**config.mk**
```make
export PLATFORM = sky130hd
export DESIGN_NAME = pcpu_ctmr
export DESIGN_NICKNAME = d
export VERILOG_FILES = /design/src/rtl/ctmr_pkg.sv /design/src/rtl/ctmr_tick_gen.sv /design/src/rtl/ctmr_count_core.sv /design/src/rtl/ctmr_rdmux.sv /design/src/rtl/pcpu_ctmr.sv
export SDC_FILE = /design/constraint.sdc
export NUM_CORES = 1
export LEC_CHECK = 0
export BUFFER_PORTS_ARGS = -buffer_cell sky130_fd_sc_hd__buf_4
export CORE_ASPECT_RATIO = 1.5
export CORE_MARGIN = 5
export CORE_UTILIZATION = 28
export CTS_BUF_LIST = sky130_fd_sc_hd__clkbuf_8 sky130_fd_sc_hd__clkbuf_16
export CTS_CLUSTER_DIAMETER = 150
export DETAILED_ROUTE_END_ITERATION = 6
export MAX_ROUTING_LAYER = met4
export SLEW_MARGIN = 20
export SYNTH_ARGS = -nofsm -noshare
export SYNTH_HDL_FRONTEND = slang
export SYNTH_HIERARCHICAL = 1
export SYNTH_SLANG_ARGS = --single-unit
export TNS_END_PERCENT = 5
```
**constraint.sdc**
```tcl
create_clock -name clk -period 4.6 [get_ports clk]
set_input_delay 0.23 -clock clk [delete_from_list [all_inputs] [get_ports clk]]
set_output_delay 0.23 -clock clk [all_outputs]
set_load 0.01 [all_outputs]
```
**src/rtl/ctmr_pkg.sv**
```systemverilog
package ctmr_pkg;

  localparam int DATA_W   = 32;
  localparam int WORD_W   = 3;
  localparam int UNIT_LSB = 9;                       // weight of one count unit
  localparam int FULL_W   = 64;                      // user-mode value width on the port
  localparam int CNT_W    = FULL_W - 1 - UNIT_LSB;   // count units held (bits 62..9)
  localparam int LIM_W    = DATA_W - 1 - UNIT_LSB;   // limit units held (bits 30..9)

  localparam logic [LIM_W-1:0] LIM_MAX = '1;

  typedef enum logic [WORD_W-1:0] {
    WD_HIGH_LIMIT = 3'd0,
    WD_LOW_COUNT  = 3'd1,
    WD_LIMIT_KEEP = 3'd2,
    WD_RUN_CTRL   = 3'd3
  } word_e;

  // limit field from a data word; an all-zero field means the maximum
  function automatic logic [LIM_W-1:0] limit_from_data(input logic [DATA_W-1:0] d);
    logic [LIM_W-1:0] u;
    u = d[UNIT_LSB +: LIM_W];
    return (u == '0) ? LIM_MAX : u;
  endfunction

  // true when the next unit would reach (or pass) the limit
  function automatic logic limit_terminal(input logic [LIM_W-1:0] c,
                                          input logic [LIM_W-1:0] lim);
    logic [LIM_W:0] nxt;
    nxt = {1'b0, c} + (LIM_W+1)'(1);
    return nxt >= {1'b0, lim};
  endfunction

  function automatic logic [FULL_W-1:0] user_value(input logic [CNT_W-1:0] c);
    return {1'b0, c, {UNIT_LSB{1'b0}}};
  endfunction

  function automatic logic [DATA_W-1:0] limit_word(input logic [LIM_W-1:0] lim);
    return {1'b0, lim, {UNIT_LSB{1'b0}}};
  endfunction

  function automatic logic [DATA_W-1:0] count_word(input logic reached,
                                                   input logic [LIM_W-1:0] c);
    return {reached, c, {UNIT_LSB{1'b0}}};
  endfunction

endpackage

```
**src/rtl/ctmr_tick_gen.sv**
```systemverilog
module ctmr_tick_gen #(
  parameter int TICK_CYCLES = 125
) (
  input  logic clk,
  input  logic rst_n,
  input  logic restart,
  input  logic enable,
  output logic tick
);
  localparam int PW = (TICK_CYCLES > 1) ? $clog2(TICK_CYCLES) : 1;
  localparam logic [PW-1:0] LAST = PW'(TICK_CYCLES - 1);

  logic [PW-1:0] phase_q;
  logic          wrap;

  assign wrap = (phase_q == LAST);
  assign tick = enable && !restart && wrap;

  always_ff @(posedge clk or negedge rst_n) begin
    if (!rst_n)       phase_q <= '0;
    else if (restart) phase_q <= '0;
    else if (enable)  phase_q <= wrap ? '0 : phase_q + PW'(1);
  end
endmodule

```
**src/rtl/ctmr_count_core.sv**
```systemverilog
module ctmr_count_core
  import ctmr_pkg::*;
(
  input  logic              clk,
  input  logic              rst_n,
  input  logic              user_q,
  input  logic              mode_chg,
  input  logic              restart,
  input  logic              lim_load,
  input  logic              run_load,
  input  logic              lim_ack,
  input  logic              tick,
  input  logic [DATA_W-1:0] wdata,
  output logic [CNT_W-1:0]  cnt_q,
  output logic [LIM_W-1:0]  limit_q,
  output logic              running_q,
  output logic              reached_q,
  output logic              run_active,
  output logic              lim_event
);
  logic term;

  assign term       = limit_terminal(cnt_q[LIM_W-1:0], limit_q);
  assign run_active = !user_q || running_q;
  assign lim_event  = tick && !restart && !user_q && term;

  always_ff @(posedge clk or negedge rst_n) begin
    if (!rst_n)        limit_q <= LIM_MAX;
    else if (mode_chg) limit_q <= LIM_MAX;
    else if (lim_load) limit_q <= limit_from_data(wdata);
  end

  always_ff @(posedge clk or negedge rst_n) begin
    if (!rst_n)        running_q <= 1'b1;
    else if (mode_chg) running_q <= 1'b1;
    else if (run_load) running_q <= wdata[0];
  end

  always_ff @(posedge clk or negedge rst_n) begin
    if (!rst_n)       cnt_q <= '0;
    else if (restart) cnt_q <= '0;
    else if (tick) begin
      if (!user_q && term) cnt_q <= '0;
      else                 cnt_q <= cnt_q + CNT_W'(1);
    end
  end

  always_ff @(posedge clk or negedge rst_n) begin
    if (!rst_n)         reached_q <= 1'b0;
    else if (restart)   reached_q <= 1'b0;
    else if (lim_event) reached_q <= 1'b1;
    else if (lim_ack)   reached_q <= 1'b0;
  end
endmodule

```
**src/rtl/ctmr_rdmux.sv**
```systemverilog
module ctmr_rdmux
  import ctmr_pkg::*;
(
  input  logic              clk,
  input  logic              rst_n,
  input  logic              user_q,
  input  logic              restart,
  input  logic              rd_en,
  input  logic              capture,
  input  logic [WORD_W-1:0] word,
  input  logic [CNT_W-1:0]  cnt,
  input  logic [LIM_W-1:0]  limit,
  input  logic              reached,
  input  logic              running,
  output logic [DATA_W-1:0] rdata,
  output logic              rvalid
);
  logic [FULL_W-1:0] full;
  logic [DATA_W-1:0] hi_shadow_q;
  logic [DATA_W-1:0] rd_next;

  assign full = user_value(cnt);

  always_ff @(posedge clk or negedge rst_n) begin
    if (!rst_n)       hi_shadow_q <= '0;
    else if (restart) hi_shadow_q <= '0;
    else if (capture) hi_shadow_q <= full[FULL_W-1:DATA_W];
  end

  always_comb begin
    rd_next = '0;
    case (word)
      WD_HIGH_LIMIT: rd_next = user_q ? hi_shadow_q : limit_word(limit);
      WD_LOW_COUNT:  rd_next = user_q ? full[DATA_W-1:0]
                                      : count_word(reached, cnt[LIM_W-1:0]);
      WD_RUN_CTRL:   rd_next = {{(DATA_W-1){1'b0}}, running};
      default:       rd_next = '0;
    endcase
  end

  always_ff @(posedge clk or negedge rst_n) begin
    if (!rst_n) begin
      rdata  <= '0;
      rvalid <= 1'b0;
    end else begin
      rvalid <= rd_en;
      if (rd_en) rdata <= rd_next;
    end
  end
endmodule

```
**src/rtl/pcpu_ctmr.sv**
```systemverilog
module pcpu_ctmr
  import ctmr_pkg::*;
#(
  parameter int TICK_CYCLES = 125
) (
  input  logic              clk,
  input  logic              rst_n,
  input  logic              user_sel,
  input  logic              bus_wr,
  input  logic              bus_rd,
  input  logic [WORD_W-1:0] bus_word,
  input  logic [DATA_W-1:0] bus_wdata,
  output logic [DATA_W-1:0] bus_rdata,
  output logic              bus_rvalid,
  output logic              irq
);
  logic user_q;
  logic mode_chg;
  logic wr_hi, wr_lo, wr_keep, wr_run;
  logic clr_wr, restart, lim_load, run_load, lim_ack, lo_capture;
  logic tick, run_active, lim_event;
  logic [CNT_W-1:0] cnt_q;
  logic [LIM_W-1:0] limit_q;
  logic running_q, reached_q;

  always_ff @(posedge clk or negedge rst_n) begin
    if (!rst_n) user_q <= 1'b0;
    else        user_q <= user_sel;
  end

  // named events for the checker
  assign mode_chg   = (user_sel != user_q);
  assign wr_hi      = bus_wr && (bus_word == WD_HIGH_LIMIT);
  assign wr_lo      = bus_wr && (bus_word == WD_LOW_COUNT);
  assign wr_keep    = bus_wr && (bus_word == WD_LIMIT_KEEP);
  assign wr_run     = bus_wr && (bus_word == WD_RUN_CTRL);
  assign clr_wr     = user_q ? (wr_hi || wr_lo) : wr_hi;
  assign restart    = mode_chg || clr_wr;
  assign lim_load   = !user_q && !mode_chg && (wr_hi || wr_keep);
  assign run_load   = user_q && !mode_chg && wr_run;
  assign lim_ack    = !user_q && bus_rd && (bus_word == WD_HIGH_LIMIT);
  assign lo_capture = user_q && bus_rd && (bus_word == WD_LOW_COUNT);

  ctmr_tick_gen #(.TICK_CYCLES(TICK_CYCLES)) u_tick (
    .clk     (clk),
    .rst_n   (rst_n),
    .restart (restart),
    .enable  (run_active),
    .tick    (tick)
  );

  ctmr_count_core u_core (
    .clk        (clk),
    .rst_n      (rst_n),
    .user_q     (user_q),
    .mode_chg   (mode_chg),
    .restart    (restart),
    .lim_load   (lim_load),
    .run_load   (run_load),
    .lim_ack    (lim_ack),
    .tick       (tick),
    .wdata      (bus_wdata),
    .cnt_q      (cnt_q),
    .limit_q    (limit_q),
    .running_q  (running_q),
    .reached_q  (reached_q),
    .run_active (run_active),
    .lim_event  (lim_event)
  );

  ctmr_rdmux u_rd (
    .clk     (clk),
    .rst_n   (rst_n),
    .user_q  (user_q),
    .restart (restart),
    .rd_en   (bus_rd),
    .capture (lo_capture),
    .word    (bus_word),
    .cnt     (cnt_q),
    .limit   (limit_q),
    .reached (reached_q),
    .running (running_q),
    .rdata   (bus_rdata),
    .rvalid  (bus_rvalid)
  );

  assign irq = reached_q;
endmodule

```
==> metrics.txt, run 1 <==
Post-synth EDFFs=0; antenna violations before repair=0; pwr/cell area=slightly below 300 mW/mm²; core area=~0.031 mm²; fin area=just over 0.01 mm²; Die ar.=about 0.035 mm²; R2R cell count=14; clk_skew=roughly 0.007 ns; cells after synthesis=roughly 880; Fill cells=about 3200; critical path required time=4.92 ns; worst vdd ir=~210 µV; fmax=around 0.24 GHz; CTS tree=yes; post-synthesis sequential area ratio=between 40% and 50%; Routed Antenna Nets=0; actual slew at the worst max-slew pin=around 1.1 ns; number of H-tree levels=4; Max Fanout on Critical Path=19; DR DRC count=0; most common cell after layout, fill and taps aside=dfrtp_1; period utilization=approximately 90%; HPWL after DPL=17680 µm; antenna cells=0; Yosys top cell area share=between 30 and 40%; CP arrival=4.44 ns; # hold bufs at CTS=17; drt pass-1 iters=5; post-CTS sizing=0; Root Buffer=clkbuf_16; Worst Hold Class=in2reg; Top FF cell, synth=dfrtp_1; CP startpoint kind=register; largest net degree at the start of global routing=66; clk_lat worst skew=~0.44 ns; first-pass GRT wire length=approximately 40000 µm; postcts setup bufs=0; vias after detailed routing=approximately 7000; number of global-route vias before repair=just over 7000; drt wl/cell=between 15 and 20 µm; Syn Std Cell Area=between 0.008 and 0.009 mm²; RSZ-0062 raised after global routing=no; starting density of the core=around 28%; Fin. Hold Viols=0; ys async rst share=between 90% and 100%; setup TNS after final layout=0 ns; buffers added on ports=64; Num CTS Buffers=17; ranking of synthesized cells by area=dfrtp_1, dfstp_2, mux2i_1; vias per inst=5.168; leakage power=between 4 and 5 nW; grt total ovfl=0; status=finished, final reports clean; syn_nets=about 950; most frequent cells in the layout=dfrtp_1, buf_4, nor2_1, nand2_1, mux2i_1; Yosys cell types=85; GPL Wtd Cong=a little under 0.9; Worst slew margin=28.61%; area leader, netlist=dfrtp_1; share of cells above drive strength 1=slightly above 20%; # rows=79; Ports=between 70 and 80; DIE WIDTH=between 150 and 200 µm; first-iteration detailed-routing DRC count=479; # setup viols final=0; crit end category=register; post-layout min period=roughly 4.1 ns; DIE HEIGHT=225.7 µm; Longest Clk Path Bufs=2; max_cap viols=0; Worst-path clk slew=approximately 0.060 ns; Global Route Usage Sum=15.07%; Post-DP Area=about 0.0096 mm²; Hold Path Depth=2; CP Class=reg2reg; Final Max Tran Viols=0; Layout area overhead=19.11%; syn_area_per_cell=between 9 and 10 µm²; synthesized flop and latch total=150; final wirelength=25120 µm; clk sinks=150; Nets=around 1000; Yosys warning total=6
## registers in the layout (all words and copies together), names as in the netlist
name / cells
u_core/running_q: 1
u_rd/hi_shadow_q: 31
u_core/cnt_q: 54
u_rd/rdata: 32
u_core/limit_q: 22
user_q: 1
u_tick/phase_q: 7
u_core/reached_q: 1
u_rd/rvalid: 1
## path summary, 6_finish.rpt
check | slack (ns) | end | startpoint
worst min-delay path | 0.03 | u_core/limit_q[11] | bus_wdata[20]
max in group asynchronous | 3.10 | u_rd/rdata[9] | rst_n
worst max register to register | 0.47 | u_core/cnt_q[38] | u_core/cnt_q[2]
min in group asynchronous | 0.37 | u_rd/rdata[15] | rst_n
worst max-delay path | 0.47 | u_core/cnt_q[38] | u_core/cnt_q[2]
worst min register to register | 0.49 | u_rd/rdata[19] | u_rd/rdata[19]
## where the power goes
group          leakage, nW  switching, mW  internal [mW]  total [mW]
logic                 2.13          0.150         0.0913       0.242
registers             2.00         0.0167           1.34        1.36
clock network        0.316          0.565          0.925        1.49
## routing by layer
| metal | track usage (%) | vias up | wire (µm) |
|---|---|---|---|
| met1 | 17.09 | 3458 | 10090 |
| met3 | 2.262 | 41 | 889 |
| met4 | 7.098 | 0 | 987 |
| met5 | - | - | 0 |
| met2 | 26.13 | 183 | 13150 |
| li1 | - | 3346 | - |
## area by class of cell
type	count	area [µm²]	area share (%)
Multi-Input combinational cell	633	4483	43.32
Sequential cell	150	3782	36.55
Timing Repair Buffer	100	809.5	7.822
Tap cell	405	506.7	4.897
Clock buffer	19	452.9	4.377
Clock inverter	13	163.9	1.584
Inverter	40	150.1	1.451
## per-stage QoR
step / total power, mW / util [%] / hold slack, ns / setup WS [ns] / cells
final: 3.088 / 33.56 / 0.02667 / 0.4738 / 1360
after global routing: 3.191 / 33.56 / 0.01351 / 0.2497 / 1360
after CTS: 3.127 / 33.56 / 0.003110 / 0.5049 / 1360
after detailed placement: 1.614 / 31.00 / 0.2645 / 0.5188 / 1311
after global placement: 1.612 / 31.00 / 0.2649 / 0.5678 / 1311
after floorplan: 1.500 / - / -0.06559 / 1.045 / 879
## worst max-delay path, cell delays in order, from the launching register on
cell and delay [ns]:
dfrtp_1 0.49, nand3_2 0.24, or2_1 0.39, nor2_1 0.28, nand3_1 0.13, xnor2_1 0.16, ha_1 0.28, nand2_1 0.09
nor4_2 0.53, o31ai_2 0.18, a2111oi_4 0.37, or2_4 0.36, buf_4 0.19, nor3_1 0.05, a311o_1 0.26
## cell usage after synthesis, types with 9 or more instances
| master | count |
|---|---|
| mux2i_1 | 55 |
| a31oi_1 | 10 |
| a21oi_1 | 46 |
| or3_1 | 9 |
| nand4_1 | 19 |
| ha_1 | 27 |
| or4_1 | 10 |
| dfrtp_1 | 127 |
| dfstp_2 | 23 |
| o22a_1 | 22 |
| nor2b_1 | 9 |
| clkbuf_1 | 31 |
| nand2_1 | 61 |
| nor3_1 | 12 |
| mux2_2 | 23 |
| inv_1 | 40 |
| xnor2_1 | 15 |
| o21ai_0 | 24 |
| nor4_1 | 13 |
| o2bb2ai_1 | 26 |
| buf_2 | 13 |
| nor2_1 | 77 |
| a22o_1 | 9 |
| nand3_1 | 47 |
## cell families after synthesis
group | count (synthesis) | synth area share [%]
AO/OA/AOI/OAI | 185 | 15.39
XOR/XNOR | 22 | 2.218
adder cells (fa/ha/maj) | 27 | 3.888
buffers and inverters | 96 | 5.069
flip-flops | 150 | 43.53
multiplexers | 78 | 9.317
AND/OR/NAND/NOR | 321 | 20.58
(Power assumes the default switching activity.)
==> run 2, diff against run 1 <==
--- a/config.mk
+++ b/config.mk
@@ -13,9 +13,10 @@
 export CTS_CLUSTER_DIAMETER = 150
 export DETAILED_ROUTE_END_ITERATION = 6
 export MAX_ROUTING_LAYER = met4
+export RECOVER_POWER = 50
 export SLEW_MARGIN = 20
 export SYNTH_ARGS = -nofsm -noshare
 export SYNTH_HDL_FRONTEND = slang
 export SYNTH_HIERARCHICAL = 1
 export SYNTH_SLANG_ARGS = --single-unit
-export TNS_END_PERCENT = 5
+export TNS_END_PERCENT = 10
==> metrics.txt, run 2 (synthesis results as in run 1) <==
Worst slew margin=-89.70% (-120 points); max reg flops=54 (unchanged); antenna violations before repair=0 (unchanged); postcts setup bufs=0 (unchanged); Cell Count, Final, Fillers Out=1360 (unchanged); DIE HEIGHT=225.7 µm (unchanged); GPL Wtd Cong=0.8806 (unchanged); max_cap viols=3 (+3); Die ar.=0.03473 mm² (unchanged); setup TNS after final layout=0 ns (unchanged); # setup viols final=0 (unchanged); RSZ-0062 raised after global routing=no; most common cell after layout, fill and taps aside=dfrtp_1; most frequent cells in the layout=dfrtp_1, nor2_1, nand2_1, mux2i_1, nand3_1; DR DRC count=0 (unchanged); starting density of the core=28.17% (unchanged); status=finished with violations; first-iteration detailed-routing DRC count=451 (-5.8%); pwr/cell area=302.5 mW/mm² (+1.4%); critical-path cell list=nand3_2, or2_1, nor2_1, nand3_1, xnor2_1, ha_1, nand2_1, nor4_2, o31ai_2, a2111oi_4, or2_4, buf_4, nor3_1, a311o_1; post-layout min period=4.160 ns (+0.03376 ns); Top reg by flops=u_core/cnt_q; Fin. Hold Viols=0 (unchanged); fmax=0.2404 GHz (-0.81%); vias per inst=5.200 (+0.63%); CP peak stage delay=0.53 ns (about the same); clk_skew=0.006350 ns (-0.0006819 ns); critical path required time=4.92 ns (about the same); dpl cells=1311 (unchanged); CTS tree=yes; Global Route Usage Sum=15.07% (unchanged); final wirelength=25230 µm (+0.46%); CP arrival=4.48 ns (+0.04 ns); core area=0.03084 mm² (unchanged); Ports=74 (unchanged); Layout area overhead=17.22%; largest net degree at the start of global routing=66 (unchanged); # rows=79 (unchanged); crit end category=register; Worst-path clk slew=0.06 ns (about the same); period utilization=90.43% (+0.73 points); Num CTS Buffers=17 (unchanged); Final Max Tran Viols=119 (+119); number of global-route vias before repair=7159 (unchanged); Root Buffer=clkbuf_16; number of H-tree levels=4 (unchanged); vias after detailed routing=7072 (+0.63%); DIE WIDTH=153.8 µm (unchanged); grt total ovfl=0 (unchanged); clk sinks=150 (unchanged); Max Fanout on Critical Path=19 (unchanged); CP startpoint kind=register; biggest regs=u_core/cnt_q x54, u_rd/rdata x32, u_rd/hi_shadow_q x31; worst vdd ir=206.7 µV (about the same); Longest Clk Path Bufs=2 (unchanged); total power=3.081 mW (-0.21%); failing checks=capacitance limit, slew limit; CP Class=reg2reg; leakage power=4.281 nW (-3.8%); share of cells above drive strength 1=16.23% (-4.4 points); Worst Hold Class=in2reg; drt wl/cell=18.55 µm (+0.46%); antenna cells=0 (unchanged); Fill cells=3213 (+0.91%); HPWL after DPL=17680 µm (unchanged); Nets=1009 (unchanged); first-pass GRT wire length=40330 µm (unchanged); Crit-path slowest cell=nor4_2; Routed Antenna Nets=0 (unchanged); clk_lat worst skew=0.43 ns (about the same); actual slew at the worst max-slew pin=2.846 ns (+1.775 ns); buffers added on ports=64 (unchanged); drt pass-1 iters=5 (unchanged)
[run 2: routing by layer]
metal,GRT usage (%),wire length (µm),up-vias
li1,-,-,3353
met1,17.09,10330,3512
met5,-,0,-
met4,7.098,1007,0
met3,2.262,693,44
met2,26.13,13210,163
[run 2: what timing repair did]
action	in CTS	in global routing
gates resized for setup	0	0
setup endpoints to repair	0	0
hold buffers	17	0
hold endpoints to repair	59	0
[run 2: path summary, 6_finish.rpt]
kind | startpoint | to | slack [ns] | depth (start not counted)
max in group asynchronous | rst_n | u_rd/rdata[9] | 1.12 | 3
worst min register to register | u_rd/rdata[19] | u_rd/rdata[19] | 0.49 | 1
worst max-delay path | u_core/cnt_q[2] | u_core/cnt_q[38] | 0.44 | 14
min in group asynchronous | rst_n | u_rd/rdata[15] | 0.37 | 2
worst max register to register | u_core/cnt_q[2] | u_core/cnt_q[38] | 0.44 | 14
worst min-delay path | bus_word[2] | u_rd/rdata[0] | 0.03 | 2
[run 2: area by class of cell]
cell class	instances	area, µm²	share of cell area (%)
multi-input combinational	633	4469	43.88
sequential	150	3782	37.14
timing repair buffer	100	659.4	6.474
tap	405	506.7	4.975
clock buffer	19	452.9	4.447
clock inverter	13	163.9	1.609
inverter	40	150.1	1.474
[run 2: report_power, final]
group / internal, mW / switching [mW]
Combinational: 0.0828 / 0.150
Sequential: 1.34 / 0.0166
Clock: 0.925 / 0.568
Total: 2.35 / 0.734
[run 2: worst max-delay path: cells and delay by family (launching register included)]
| family | cells | cell delay, ns |
|---|---|---|
| fa+ha+maj | 1 | 0.28 |
| compound gates | 3 | 0.82 |
| simple gates | 8 | 2.09 |
| flops | 1 | 0.49 |
| xor+xnor | 1 | 0.16 |
| buf+inv | 1 | 0.20 |
[run 2: through the flow]
step	hold slack, ns	instance area, µm²	util, %	worst slack, ns
global placement	0.2649	9562	31.00	0.5678
CTS	0.003110	10350	33.56	0.5049
detailed placement	0.2645	9562	31.00	0.5188
global route	0.01351	10180	33.03	0.2338
floorplan	-0.06559	8688	-	1.045
finish	0.02680	10180	33.03	0.4401
